### src/rtl/pfb_pkg.sv
package pfb_pkg;
  typedef enum logic [2:0] {
    SD_NOP = 3'd0,
    SD_ACT = 3'd1,
    SD_RD  = 3'd2,
    SD_WR  = 3'd3,
    SD_PRE = 3'd4,
    SD_REF = 3'd5
  } sd_cmd_e;

  typedef enum logic [3:0] {
    ST_IDLE,
    ST_ACT,
    ST_RD,
    ST_DRAIN,
    ST_WR,
    ST_PRE,
    ST_RFPRE,
    ST_RFREF,
    ST_RFWAIT
  } fe_state_e;
endpackage

### src/rtl/pfb_refresh_timer.sv
module pfb_refresh_timer #(
  parameter int RIW = 16
) (
  input  logic           clk,
  input  logic           rst_n,
  input  logic [RIW-1:0] interval,
  input  logic           ref_done,
  output logic           ref_pend
);
  logic [RIW-1:0] tick;
  logic           fire;

  assign fire = (interval != '0) && (tick >= interval - RIW'(1));

  always_ff @(posedge clk or negedge rst_n) begin
    if (!rst_n) begin
      tick     <= '0;
      ref_pend <= 1'b0;
    end else begin
      if (interval == '0 || fire) tick <= '0;
      else                        tick <= tick + RIW'(1);
      if (fire)          ref_pend <= 1'b1;
      else if (ref_done) ref_pend <= 1'b0;
    end
  end

  // a raised request stays until a refresh is issued
  p_pend_holds_r6: assert property (@(posedge clk) disable iff (!rst_n)
    ref_pend && !ref_done |=> ref_pend);
  // REF is only issued against a pending request
  p_ref_when_pending_r7: assert property (@(posedge clk) disable iff (!rst_n)
    ref_done |-> ref_pend);
endmodule

### src/rtl/pfb_rd_track.sv
module pfb_rd_track #(
  parameter int CL = 2,
  parameter int IW = 3
) (
  input  logic          clk,
  input  logic          rst_n,
  input  logic          issue,
  input  logic [IW-1:0] issue_idx,
  output logic          cap_valid,
  output logic [IW-1:0] cap_idx,
  output logic          busy
);
  logic [CL-1:0] v;
  logic [IW-1:0] ix [CL];

  always_ff @(posedge clk or negedge rst_n) begin
    if (!rst_n) begin
      v <= '0;
      for (int i = 0; i < CL; i++) ix[i] <= '0;
    end else begin
      v[0]  <= issue;
      ix[0] <= issue_idx;
      for (int i = 1; i < CL; i++) begin
        v[i]  <= v[i-1];
        ix[i] <= ix[i-1];
      end
    end
  end

  assign cap_valid = v[CL-1];
  assign cap_idx   = ix[CL-1];
  assign busy      = |v;

  // an issued READ keeps the drain phase open
  p_issue_busy_r1: assert property (@(posedge clk) disable iff (!rst_n)
    issue |=> busy);
endmodule

### src/rtl/pfb_window.sv
module pfb_window #(
  parameter int AW  = 24,
  parameter int DW  = 32,
  parameter int WIN = 4,
  parameter int IW  = 3
) (
  input  logic          clk,
  input  logic          rst_n,
  input  logic [AW-1:0] look_addr,
  output logic          hit,
  output logic [DW-1:0] look_data,
  input  logic          set_base,
  input  logic [AW-1:0] base_in,
  input  logic          inval,
  input  logic          mark_valid,
  input  logic          fill_en,
  input  logic [IW-1:0] fill_idx,
  input  logic [DW-1:0] fill_data
);
  localparam int SW = (WIN > 1) ? $clog2(WIN) : 1;

  logic          valid;
  logic [AW-1:0] base;
  logic [AW-1:0] diff;
  logic [DW-1:0] slot [WIN];

  always_ff @(posedge clk or negedge rst_n) begin
    if (!rst_n) begin
      valid <= 1'b0;
      base  <= '0;
    end else begin
      if (set_base) base <= base_in;
      if (set_base || inval) valid <= 1'b0;
      else if (mark_valid)   valid <= 1'b1;
    end
  end

  for (genvar g = 0; g < WIN; g++) begin : g_slot
    always_ff @(posedge clk or negedge rst_n) begin
      if (!rst_n) slot[g] <= '0;
      else if (fill_en && fill_idx == IW'(g + 1)) slot[g] <= fill_data;
    end
  end

  assign diff      = look_addr - base;
  assign hit       = valid && (diff < AW'(WIN));
  assign look_data = slot[diff[SW-1:0]];

  // a window being filled is never offered as valid
  p_fill_invalid_r2: assert property (@(posedge clk) disable iff (!rst_n)
    fill_en |-> !valid);
  // an invalidating write leaves the window unusable next cycle
  p_inval_clears_r5: assert property (@(posedge clk) disable iff (!rst_n)
    inval |=> !hit);
endmodule

### src/rtl/pfb_sdram_front.sv
module pfb_sdram_front
  import pfb_pkg::*;
#(
  parameter int AW         = 24,
  parameter int DW         = 32,
  parameter int WIN        = 4,
  parameter int CL         = 2,
  parameter int REF_CYCLES = 12,
  parameter int RIW        = 16
) (
  input  logic           clk,
  input  logic           rst_n,
  input  logic [RIW-1:0] cfg_ref_interval,
  input  logic           req_valid,
  output logic           req_ready,
  input  logic           req_write,
  input  logic [AW-1:0]  req_addr,
  input  logic [DW-1:0]  req_wdata,
  output logic           rsp_valid,
  output logic [DW-1:0]  rsp_rdata,
  output logic           rsp_hit,
  output logic [2:0]     sd_cmd,
  output logic [AW-1:0]  sd_addr,
  output logic [DW-1:0]  sd_wdata,
  input  logic [DW-1:0]  sd_rdata
);
  localparam int IW  = $clog2(WIN + 1);
  localparam int RCW = (REF_CYCLES > 2) ? $clog2(REF_CYCLES) : 1;

  fe_state_e     state;
  logic [IW-1:0] cnt;
  logic [RCW-1:0] rw;
  logic          op_wr;
  logic [AW-1:0] lat_addr;
  logic [DW-1:0] lat_wdata;
  sd_cmd_e       cmd;

  logic          ref_pend, ref_done;
  logic          acc, win_hit;
  logic [DW-1:0] win_data;
  logic          cap_valid, busy;
  logic [IW-1:0] cap_idx;

  assign req_ready = (state == ST_IDLE) && !ref_pend;
  assign acc       = req_valid && req_ready;
  assign ref_done  = (state == ST_RFREF);

  pfb_refresh_timer #(.RIW(RIW)) u_timer (
    .clk(clk), .rst_n(rst_n), .interval(cfg_ref_interval),
    .ref_done(ref_done), .ref_pend(ref_pend)
  );

  pfb_rd_track #(.CL(CL), .IW(IW)) u_track (
    .clk(clk), .rst_n(rst_n), .issue(state == ST_RD), .issue_idx(cnt),
    .cap_valid(cap_valid), .cap_idx(cap_idx), .busy(busy)
  );

  pfb_window #(.AW(AW), .DW(DW), .WIN(WIN), .IW(IW)) u_win (
    .clk(clk), .rst_n(rst_n),
    .look_addr(req_addr), .hit(win_hit), .look_data(win_data),
    .set_base(acc && !req_write && !win_hit), .base_in(req_addr + AW'(1)),
    .inval(acc && req_write && win_hit),
    .mark_valid(state == ST_PRE && !op_wr && !ref_pend),
    .fill_en(cap_valid && cap_idx != '0), .fill_idx(cap_idx), .fill_data(sd_rdata)
  );

  always_ff @(posedge clk or negedge rst_n) begin
    if (!rst_n) begin
      state     <= ST_IDLE;
      cnt       <= '0;
      rw        <= '0;
      op_wr     <= 1'b0;
      lat_addr  <= '0;
      lat_wdata <= '0;
      rsp_valid <= 1'b0;
      rsp_rdata <= '0;
      rsp_hit   <= 1'b0;
    end else begin
      rsp_valid <= 1'b0;
      if (cap_valid && cap_idx == '0) begin
        rsp_valid <= 1'b1;
        rsp_rdata <= sd_rdata;
        rsp_hit   <= 1'b0;
      end
      unique case (state)
        ST_IDLE: begin
          if (ref_pend) state <= ST_RFPRE;
          else if (acc) begin
            lat_addr  <= req_addr;
            lat_wdata <= req_wdata;
            op_wr     <= req_write;
            if (!req_write && win_hit) begin
              rsp_valid <= 1'b1;
              rsp_rdata <= win_data;
              rsp_hit   <= 1'b1;
            end else begin
              state <= ST_ACT;
            end
          end
        end
        ST_ACT: begin
          cnt   <= '0;
          state <= op_wr ? ST_WR : ST_RD;
        end
        ST_RD: begin
          if (cnt == IW'(WIN)) state <= ST_DRAIN;
          else                 cnt   <= cnt + IW'(1);
        end
        ST_DRAIN:  if (!busy) state <= ST_PRE;
        ST_WR:     state <= ST_PRE;
        ST_PRE:    state <= ST_IDLE;
        ST_RFPRE:  state <= ST_RFREF;
        ST_RFREF: begin
          rw    <= '0;
          state <= (REF_CYCLES > 1) ? ST_RFWAIT : ST_IDLE;
        end
        ST_RFWAIT: begin
          if (rw >= RCW'(REF_CYCLES - 2)) state <= ST_IDLE;
          else                            rw    <= rw + RCW'(1);
        end
        default: state <= ST_IDLE;
      endcase
    end
  end

  always_comb begin
    cmd      = SD_NOP;
    sd_addr  = '0;
    sd_wdata = '0;
    unique case (state)
      ST_ACT:   begin cmd = SD_ACT; sd_addr = lat_addr; end
      ST_RD:    begin cmd = SD_RD;  sd_addr = lat_addr + AW'(cnt); end
      ST_WR:    begin cmd = SD_WR;  sd_addr = lat_addr; sd_wdata = lat_wdata; end
      ST_PRE,
      ST_RFPRE: cmd = SD_PRE;
      ST_RFREF: cmd = SD_REF;
      default:  cmd = SD_NOP;
    endcase
  end
  assign sd_cmd = cmd;

  // a miss or a write opens a row in the next cycle
  p_act_after_accept_r1: assert property (@(posedge clk) disable iff (!rst_n)
    acc && (req_write || !win_hit) |=> sd_cmd == SD_ACT);
  // a hit answers next cycle from the window
  p_hit_resp_r2: assert property (@(posedge clk) disable iff (!rst_n)
    acc && !req_write && win_hit |=> rsp_valid && rsp_hit);
  // pending refresh blocks acceptance
  p_pend_blocks_r7: assert property (@(posedge clk) disable iff (!rst_n)
    ref_pend |-> !req_ready);
  // REF is preceded by PRECHARGE
  p_pre_before_ref_r7: assert property (@(posedge clk) disable iff (!rst_n)
    sd_cmd == SD_REF |-> $past(sd_cmd) == SD_PRE);
  // recovery keeps requests off after REF
  p_ref_recovery_r7: assert property (@(posedge clk) disable iff (!rst_n)
    sd_cmd == SD_REF |=> !req_ready);
endmodule

### config.mk
export PLATFORM = sky130hd
export DESIGN_NAME = pfb_sdram_front
export DESIGN_NICKNAME = d
export VERILOG_FILES = /design/src/rtl/pfb_pkg.sv /design/src/rtl/pfb_refresh_timer.sv /design/src/rtl/pfb_rd_track.sv /design/src/rtl/pfb_window.sv /design/src/rtl/pfb_sdram_front.sv
export SDC_FILE = /design/constraint.sdc
export NUM_CORES = 1
export LEC_CHECK = 0
export ABC_AREA = 0
export CAP_MARGIN = 15
export CORE_UTILIZATION = 40
export DETAILED_ROUTE_END_ITERATION = 8
export GPL_ROUTABILITY_DRIVEN = 0
export SYNTH_ARGS = -nofsm -noshare
export SYNTH_HDL_FRONTEND = slang
export SYNTH_SLANG_ARGS = --single-unit
export TNS_END_PERCENT = 20
### constraint.sdc
create_clock -name clk -period 5.4 [get_ports clk]
set_input_delay 1.08 -clock clk [delete_from_list [all_inputs] [get_ports clk]]
set_output_delay 1.08 -clock clk [all_outputs]
set_load 0.1 [all_outputs]
==> results of run 1 <==
[layout make-up]
type / instances / share of cell area, %
Inverter: 47 / 0.896
Timing Repair Buffer: 268 / 12.8
Sequential cell: 280 / 35.6
Clock inverter: 13 / 1.35
Multi-Input combinational cell: 1054 / 41.1
Clock buffer: 48 / 5.05
Tap cell: 511 / 3.25
[cell families (layout without fill, tap and decap cells)]
| logic type | after synthesis | count (layout) |
|---|---|---|
| xor gates and xnor gates | 60 | 60 |
| AOI/OAI and AO/OA | 204 | 204 |
| buffers and inverters | 120 | 376 |
| muxes | 252 | 252 |
| adders and majority gates | 51 | 51 |
| DFF | 280 | 280 |
| and+or+nand+nor | 487 | 487 |
[registers in the layout (all words and copies together) (netlist names), 2 cells and up]
register	flops
lat_wdata	32
rw	4
u_track.v	2
u_timer.tick	16
u_track.cap_idx	3
state	4
cnt	3
u_win.base	24
u_win.slot	128
lat_addr	24
rsp_rdata	32
u_track.ix	3
[power groups by stage]
| stage | combinational [mW] | sequential (mW) | clock (mW) |
|---|---|---|---|
| final | 6.90 | 3.69 | 2.51 |
| after global routing | 7.40 | 3.82 | 2.66 |
| after CTS | 6.93 | 3.69 | 2.58 |
| after detailed placement | 6.91 | 3.71 | 0 |
| after global placement | 6.83 | 3.68 | 0 |
| after floorplan | 4.41 | 4.42 | 0 |
[metrics by stage]
step | utilization [%] | worst slack [ns] | hold WS [ns] | power [mW]
2_1_floorplan | - | 0.104 | 0.331 | 8.83
3_3_place_gp | 48.6 | -0.237 | 0.333 | 10.5
3_5_place_dp | 48.6 | -0.205 | 0.337 | 10.6
4_1_cts | 51.9 | 0.354 | 0.349 | 13.2
5_1_grt | 51.9 | 0.0817 | 0.352 | 13.9
6_report | 51.9 | 0.297 | 0.347 | 13.1
[metal layers]
layer	vias up	wire [um]	global-route usage, %
li1	5670	-	-
met3	56	2450	5.11
met4	0	1160	7.44
met2	288	18200	32.4
met1	5854	18200	27.6
met5	-	0	0
[cells in the final DEF, fill, tap and decap left out, drive strengths merged, types with 4 or more instances in the layout]
cell,synthesis,layout
a211oi,12,12
a21o,25,25
a21oi,37,37
a31oi,10,10
and2,8,8
and3,49,49
and4,4,4
buf,13,92
bufinv,0,6
clkbuf,60,48
clkdlybuf4s50,0,176
clkinv,1,7
dfrtp,280,280
ha,49,49
inv,46,46
mux2,198,198
mux2i,22,22
mux4,32,32
nand2,231,231
nand2b,8,8
nand3,37,37
nand4,24,24
nor2,70,70
nor3,22,22
nor3b,6,6
nor4,5,5
o211ai,7,7
o21a,4,4
o21ai,64,64
o31ai,12,12
or3,8,8
or4,7,7
xnor2,30,30
xor2,30,30
[final timing paths]
kind | startpoint | to | slack [ns] | depth (start not counted)
worst max-delay path | req_addr[0] | rsp_rdata[21] | 0.30 | 17
worst min-delay path | u_track.ix[5] | u_track.cap_idx[2] | 0.35 | 0
worst max register to register | u_win.base[0] | rsp_rdata[21] | 1.04 | 15
worst min register to register | u_track.ix[5] | u_track.cap_idx[2] | 0.35 | 0
max in group asynchronous | rst_n | u_win.base[8] | 3.53 | 2
min in group asynchronous | rst_n | rsp_rdata[14] | 0.58 | 1
[worst max-delay path: stages]
cell             delay (ns)
clkdlybuf4s50_1        0.45
inv_1                  0.10
ha_2                   0.18
inv_1                  0.05
fa_1                   0.41
a211oi_1               0.30
buf_4                  0.17
o21ai_0                0.12
a21oi_1                0.23
mux2_2                 0.35
or4_1                  0.41
or3_1                  0.38
a211o_1                0.26
a2111oi_4              0.29
buf_4                  0.21
buf_12                 0.22
mux2_4                 0.31
==> run_summary.xml, run 1 <==
<?xml version="1.0" encoding="UTF-8"?>
<metrics>
  <group name="run_status">
    <metric name="outcome" unit="">completed</metric>
  </group>
  <group name="pwr">
    <metric name="switching_share" unit="%">44.7</metric>
    <metric name="intPower" unit="mW">7.25</metric>
    <metric name="cellLeakagePower" unit="nW">8.87</metric>
    <metric name="power_frac_comb" unit="%">52.7</metric>
    <metric name="cellPowerDensity" unit="nW/um^2">665</metric>
    <metric name="clockPowerShare" unit="%">19.2</metric>
    <metric name="pwr-share-seq" unit="%">28.2</metric>
    <metric name="net_sw_power" unit="mW">5.85</metric>
    <metric name="ir_worst_vdd" unit="V">0.000407</metric>
  </group>
  <group name="routing">
    <metric name="drt-initial-drc-count" unit="">599</metric>
    <metric name="dr.pass1.iters" unit="">5</metric>
    <metric name="wl_per_cell" unit="um">18.0</metric>
    <metric name="drcViolationCount" unit="">0</metric>
    <metric name="avgViaCountPerCell" unit="">5.34</metric>
    <metric name="drtAntennaViolNets" unit="">0</metric>
    <metric name="vias" unit="">11900</metric>
    <metric name="routed_wl" unit="um">39900</metric>
  </group>
  <group name="floorplanning">
    <metric name="top_level_ports" unit="">202</metric>
    <metric name="fp-row-count" unit="">71</metric>
    <metric name="die-width" unit="um">199</metric>
    <metric name="floorplan.die_area" unit="um^2">39700</metric>
    <metric name="floorplan.core_area" unit="um^2">37900</metric>
    <metric name="die_y" unit="um">199</metric>
    <metric name="start_util" unit="%">41.0</metric>
  </group>
  <group name="clock_tree">
    <metric name="cts_made_buffers" unit="">34</metric>
    <metric name="clkSinkCount" unit="">280</metric>
    <metric name="clk-insertion-delay-late" unit="ns">0.55</metric>
    <metric name="h-tree-depth" unit="">2</metric>
    <metric name="cts-hold-fix-buffers" unit="">0</metric>
    <metric name="clock_buffer_depth" unit="">3</metric>
    <metric name="cts_root_buf" unit="">clkbuf_16</metric>
    <metric name="path_clk_slew" unit="ns">0.06</metric>
    <metric name="clock_tree_from_tritoncts" unit="">done</metric>
    <metric name="post-cts-setup-buffer-count" unit="">0</metric>
    <metric name="ctsResizeCount" unit="">0</metric>
  </group>
  <group name="yosys">
    <metric name="synthTopCellsByCount" unit="">280 x dfrtp_1, 231 x nand2_1, 169 x mux2_2</metric>
    <metric name="synthDistinctLibCells" unit="">65</metric>
    <metric name="post_synth_xor_area_fraction" unit="%">3.38</metric>
    <metric name="synthesized_nets" unit="">1613</metric>
    <metric name="synth_ff_type" unit="">dfrtp_1</metric>
    <metric name="library_cell_with_the_highest_instance_count_after_synthesis" unit="">dfrtp_1</metric>
    <metric name="yosys.area_share.adder" unit="%">4.20</metric>
    <metric name="syn_area_per_cell" unit="um^2">10.7</metric>
    <metric name="netlist_area" unit="um^2">15500</metric>
    <metric name="synth.mux.area_fraction" unit="%">21.1</metric>
    <metric name="seq_area_frac_synth" unit="%">45.1</metric>
    <metric name="yosys.area.top_type" unit="">dfrtp_1</metric>
    <metric name="synth_compound_area_share" unit="%">8.59</metric>
    <metric name="synth_simple_gate_area_share" unit="%">14.6</metric>
    <metric name="postSynthRegisterBits" unit="">280</metric>
    <metric name="netlist.area_leader.share" unit="%">45.1</metric>
    <metric name="synth-async-reset-ratio" unit="%">100</metric>
    <metric name="synth.area.top_cells" unit="">dfrtp_1 45%, mux2_2 12%, nand2_1 5.6%, mux4_2 4.6%, ha_1 3.9%</metric>
    <metric name="synth_warnings" unit="">0</metric>
    <metric name="edff_count_synth" unit="">0</metric>
    <metric name="synthCells" unit="">1454</metric>
    <metric name="combinational_family_with_the_most_area_after_synthesis" unit="">multiplexers</metric>
  </group>
  <group name="worst_setup_path">
    <metric name="endpoint_kind" unit="">flop</metric>
    <metric name="critical_path_arrival" unit="ns">5.52</metric>
    <metric name="crit_required" unit="ns">5.82</metric>
    <metric name="timing.critical_path.from_type" unit="">primary input</metric>
    <metric name="criticalPathCategory" unit="">primary input to flop</metric>
    <metric name="path_max_fanout" unit="">19</metric>
  </group>
  <group name="timing">
    <metric name="hold_viol_final" unit="">0</metric>
    <metric name="period_share" unit="%">94.5</metric>
    <metric name="finalSetupViolCount" unit="">0</metric>
    <metric name="max_slew.worst_pin.slew" unit="ns">1.04</metric>
    <metric name="max_clock_freq" unit="GHz">0.196</metric>
    <metric name="fin_crit" unit="ns">5.10</metric>
    <metric name="unrepaired_setup_endpoints_after_global_routing" unit="">no</metric>
    <metric name="setup_tns" unit="ns">0</metric>
    <metric name="tightest_slew_margin_relative_to_the_limit" unit="%">30.3</metric>
    <metric name="layout_skew" unit="ns">0.0269</metric>
    <metric name="final_max_slew_viol_count" unit="">0</metric>
  </group>
  <group name="grt">
    <metric name="grt_antenna_before_repair" unit="">0</metric>
    <metric name="first_global_vias" unit="">12000</metric>
    <metric name="globalRoute.totalOverflow" unit="">0</metric>
    <metric name="grt_pass1_wl" unit="um">64500</metric>
    <metric name="grt_use_total" unit="%">20.7</metric>
    <metric name="grt_start_max_net_pins" unit="">111</metric>
  </group>
  <group name="finish">
    <metric name="postLayoutCellArea" unit="um^2">19700</metric>
    <metric name="register_area" unit="um^2">7010</metric>
    <metric name="final_cell_count_without_fillers" unit="">2221</metric>
    <metric name="syn2layout_area_growth" unit="%">26.6</metric>
    <metric name="diodes" unit="">0</metric>
    <metric name="drive_above_1_share" unit="%">23.0</metric>
    <metric name="fillers" unit="">3433</metric>
    <metric name="design.final.nets" unit="">1844</metric>
    <metric name="multi_input_comb_area" unit="um^2">8090</metric>
  </group>
  <group name="place">
    <metric name="port_buffers" unit="">201</metric>
    <metric name="hpwlAfterDp" unit="um">27900</metric>
    <metric name="placed_cells" unit="">2160</metric>
    <metric name="place_area" unit="um^2">18400</metric>
  </group>
  <group name="job">
    <metric name="count_of_max_cap_constraint_violations" unit="">0</metric>
  </group>
  <group name="hold_path">
    <metric name="hold_path.class" unit="">flop to flop</metric>
  </group>
</metrics>
(Power assumes the default switching activity.)
==> run 2: changes to the inputs <==
--- a/config.mk
+++ b/config.mk
@@ -7,6 +7,7 @@
 export LEC_CHECK = 0
 export ABC_AREA = 0
 export CAP_MARGIN = 15
+export CORE_MARGIN = 2
 export CORE_UTILIZATION = 40
 export DETAILED_ROUTE_END_ITERATION = 8
 export GPL_ROUTABILITY_DRIVEN = 0
==> run 2 against run 1 <==
  * Critical path depth decreased by 1
  * Register-to-register slack lost 0.06 ns
  * Sequential power about the same
  * Core utilization is 1.1 points lower
  * Clock skew down 0.0081 ns
  * Final cell count hardly changed
  * Via count fell by 0.83%
  * Global-route usage is 0.87 points lower
==> run_summary.xml, run 2 (synthesis gave the netlist of run 1 again) <==
<?xml version="1.0" encoding="UTF-8"?>
<metrics>
  <group name="run_status">
    <metric name="outcome" unit="">completed</metric>
  </group>
  <group name="floorplanning">
    <metric name="fp-row-count" unit="">72</metric>
    <metric name="die-width" unit="um">201</metric>
    <metric name="floorplan.core_area" unit="um^2">38500</metric>
    <metric name="die_y" unit="um">201</metric>
    <metric name="floorplan.die_area" unit="um^2">40500</metric>
    <metric name="top_level_ports" unit="">202</metric>
    <metric name="start_util" unit="%">40.4</metric>
  </group>
  <group name="finish">
    <metric name="design.final.nets" unit="">1836</metric>
    <metric name="diodes" unit="">0</metric>
    <metric name="layout.cells.most_common" unit="">dfrtp_1</metric>
    <metric name="syn2layout_area_growth" unit="%">25.5</metric>
    <metric name="layout_top_registers" unit="">u_win.slot x128, lat_wdata x32, rsp_rdata x32</metric>
    <metric name="registers.top_by_ff_count" unit="">u_win.slot</metric>
    <metric name="layout_common_cells" unit="">280 x dfrtp_1, 230 x nand2_1, 176 x clkdlybuf4s50_1</metric>
    <metric name="drive_above_1_share" unit="%">22.6</metric>
    <metric name="largest_reg_flops" unit="">128</metric>
  </group>
  <group name="timing">
    <metric name="period_share" unit="%">94.8</metric>
    <metric name="layout_skew" unit="ns">0.0187</metric>
    <metric name="max_clock_freq" unit="GHz">0.195</metric>
    <metric name="tightest_slew_margin_relative_to_the_limit" unit="%">28.7</metric>
    <metric name="final_max_slew_viol_count" unit="">0</metric>
    <metric name="hold_viol_final" unit="">0</metric>
    <metric name="setup_tns" unit="ns">0</metric>
    <metric name="finalSetupViolCount" unit="">0</metric>
    <metric name="unrepaired_setup_endpoints_after_global_routing" unit="">no</metric>
    <metric name="max_slew.worst_pin.slew" unit="ns">1.07</metric>
    <metric name="fin_crit" unit="ns">5.12</metric>
  </group>
  <group name="worst_setup_path">
    <metric name="critical_path_arrival" unit="ns">5.52</metric>
    <metric name="crit_required" unit="ns">5.80</metric>
    <metric name="criticalPathCategory" unit="">primary input to flop</metric>
    <metric name="path_max_fanout" unit="">16</metric>
    <metric name="timing.critical_path.from_type" unit="">primary input</metric>
    <metric name="endpoint_kind" unit="">flop</metric>
  </group>
  <group name="routing">
    <metric name="route.met2.wl" unit="um">18400</metric>
    <metric name="top_layer_in_use" unit="">met4</metric>
    <metric name="wl_met3" unit="um">2320</metric>
    <metric name="dr.pass1.iters" unit="">6</metric>
    <metric name="drcViolationCount" unit="">0</metric>
    <metric name="drt-initial-drc-count" unit="">659</metric>
    <metric name="wl_per_cell" unit="um">17.8</metric>
    <metric name="drtAntennaViolNets" unit="">0</metric>
    <metric name="met1_length" unit="um">18000</metric>
    <metric name="routed_wl" unit="um">39600</metric>
    <metric name="avgViaCountPerCell" unit="">5.30</metric>
    <metric name="vias" unit="">11800</metric>
  </group>
  <group name="grt">
    <metric name="globalRoute.totalOverflow" unit="">0</metric>
    <metric name="grt_antenna_before_repair" unit="">0</metric>
    <metric name="grt_start_max_net_pins" unit="">111</metric>
    <metric name="first_global_vias" unit="">12000</metric>
    <metric name="grt_use_total" unit="%">19.8</metric>
    <metric name="grt_pass1_wl" unit="um">64900</metric>
  </group>
  <group name="clock_tree">
    <metric name="clkSinkCount" unit="">280</metric>
    <metric name="post-cts-setup-buffer-count" unit="">0</metric>
    <metric name="cts_made_buffers" unit="">34</metric>
    <metric name="h-tree-depth" unit="">2</metric>
    <metric name="cts_root_buf" unit="">clkbuf_16</metric>
    <metric name="cts-hold-fix-buffers" unit="">0</metric>
    <metric name="clock_tree_from_tritoncts" unit="">done</metric>
    <metric name="path_clk_slew" unit="ns">0.06</metric>
    <metric name="clock_buffer_depth" unit="">3</metric>
    <metric name="clk-insertion-delay-late" unit="ns">0.53</metric>
    <metric name="ctsResizeCount" unit="">0</metric>
  </group>
  <group name="pwr">
    <metric name="cellLeakagePower" unit="nW">8.78</metric>
    <metric name="ir_worst_vdd" unit="V">0.000574</metric>
    <metric name="total_power" unit="mW">12.9</metric>
    <metric name="cellPowerDensity" unit="nW/um^2">659</metric>
  </group>
  <group name="job">
    <metric name="count_of_max_cap_constraint_violations" unit="">0</metric>
  </group>
  <group name="hold_path">
    <metric name="hold_path.class" unit="">flop to flop</metric>
  </group>
  <group name="place">
    <metric name="port_buffers" unit="">201</metric>
    <metric name="hpwlAfterDp" unit="um">27900</metric>
  </group>
</metrics>
==> run 2: final timing paths <==
check,startpoint,endpoint,slack [ns],depth (start not counted)
max in group asynchronous,rst_n,u_timer.tick[1],3.61,2
min,u_track.ix[5],u_track.cap_idx[2],0.35,0
min in group asynchronous,rst_n,rsp_rdata[11],0.59,1
min reg2reg,u_track.ix[5],u_track.cap_idx[2],0.35,0
max,req_addr[0],rsp_rdata[0],0.28,16
max reg2reg,u_win.base[0],rsp_rdata[0],0.98,14
==> run 2: layout make-up <==
| type | instances | area [um^2] |
|---|---|---|
| Sequential cell | 280 | 7010 |
| Inverter | 47 | 176 |
| Clock buffer | 52 | 1040 |
| Tap cell | 518 | 648 |
| Timing Repair Buffer | 260 | 2450 |
| Multi-Input combinational cell | 1054 | 8090 |
| Clock inverter | 8 | 111 |
| Fill cell | 3509 | 18900 |
==> run 2: routing by layer <==
metal / track usage (%) / vias up
met5: 0 / -
met4: 5.63 / 0
met3: 4.83 / 47
met2: 31.8 / 273
met1: 26.7 / 5806
li1: - / 5643
==> run 2: report_power, final <==
| group | leakage (nW) | internal (mW) | switching, mW |
|---|---|---|---|
| Sequential | 3.39 | 3.08 | 0.608 |
| Combinational | 4.82 | 2.57 | 4.30 |
| Clock | 0.565 | 1.42 | 0.886 |
==> run 2: worst max-delay path: stages <==
cell and delay, ns:
clkdlybuf4s50_1 0.43, inv_1 0.09, ha_2 0.18, inv_1 0.05
fa_1 0.41, or4_4 0.43, a21oi_2 0.15, a21oi_1 0.11
or3_1 0.37, or4_1 0.53, or3_1 0.39, a211o_1 0.27
a2111oi_4 0.29, buf_4 0.21, buf_12 0.18, mux2_2 0.35
==> run 2: through the flow <==
| step | util [%] | cells | hold WS, ns | area (um^2) | setup slack (ns) |
|---|---|---|---|---|---|
| 2_1_floorplan | - | 1454 | 0.331 | 15500 | 0.104 |
| 3_3_place_gp | 47.8 | 2159 | 0.334 | 18400 | -0.196 |
| 3_5_place_dp | 47.8 | 2159 | 0.338 | 18400 | -0.208 |
| 4_1_cts | 50.7 | 2219 | 0.351 | 19500 | 0.310 |
| 5_1_grt | 50.7 | 2219 | 0.352 | 19500 | 0.0667 |
| 6_report | 50.7 | 2219 | 0.348 | 19500 | 0.278 |
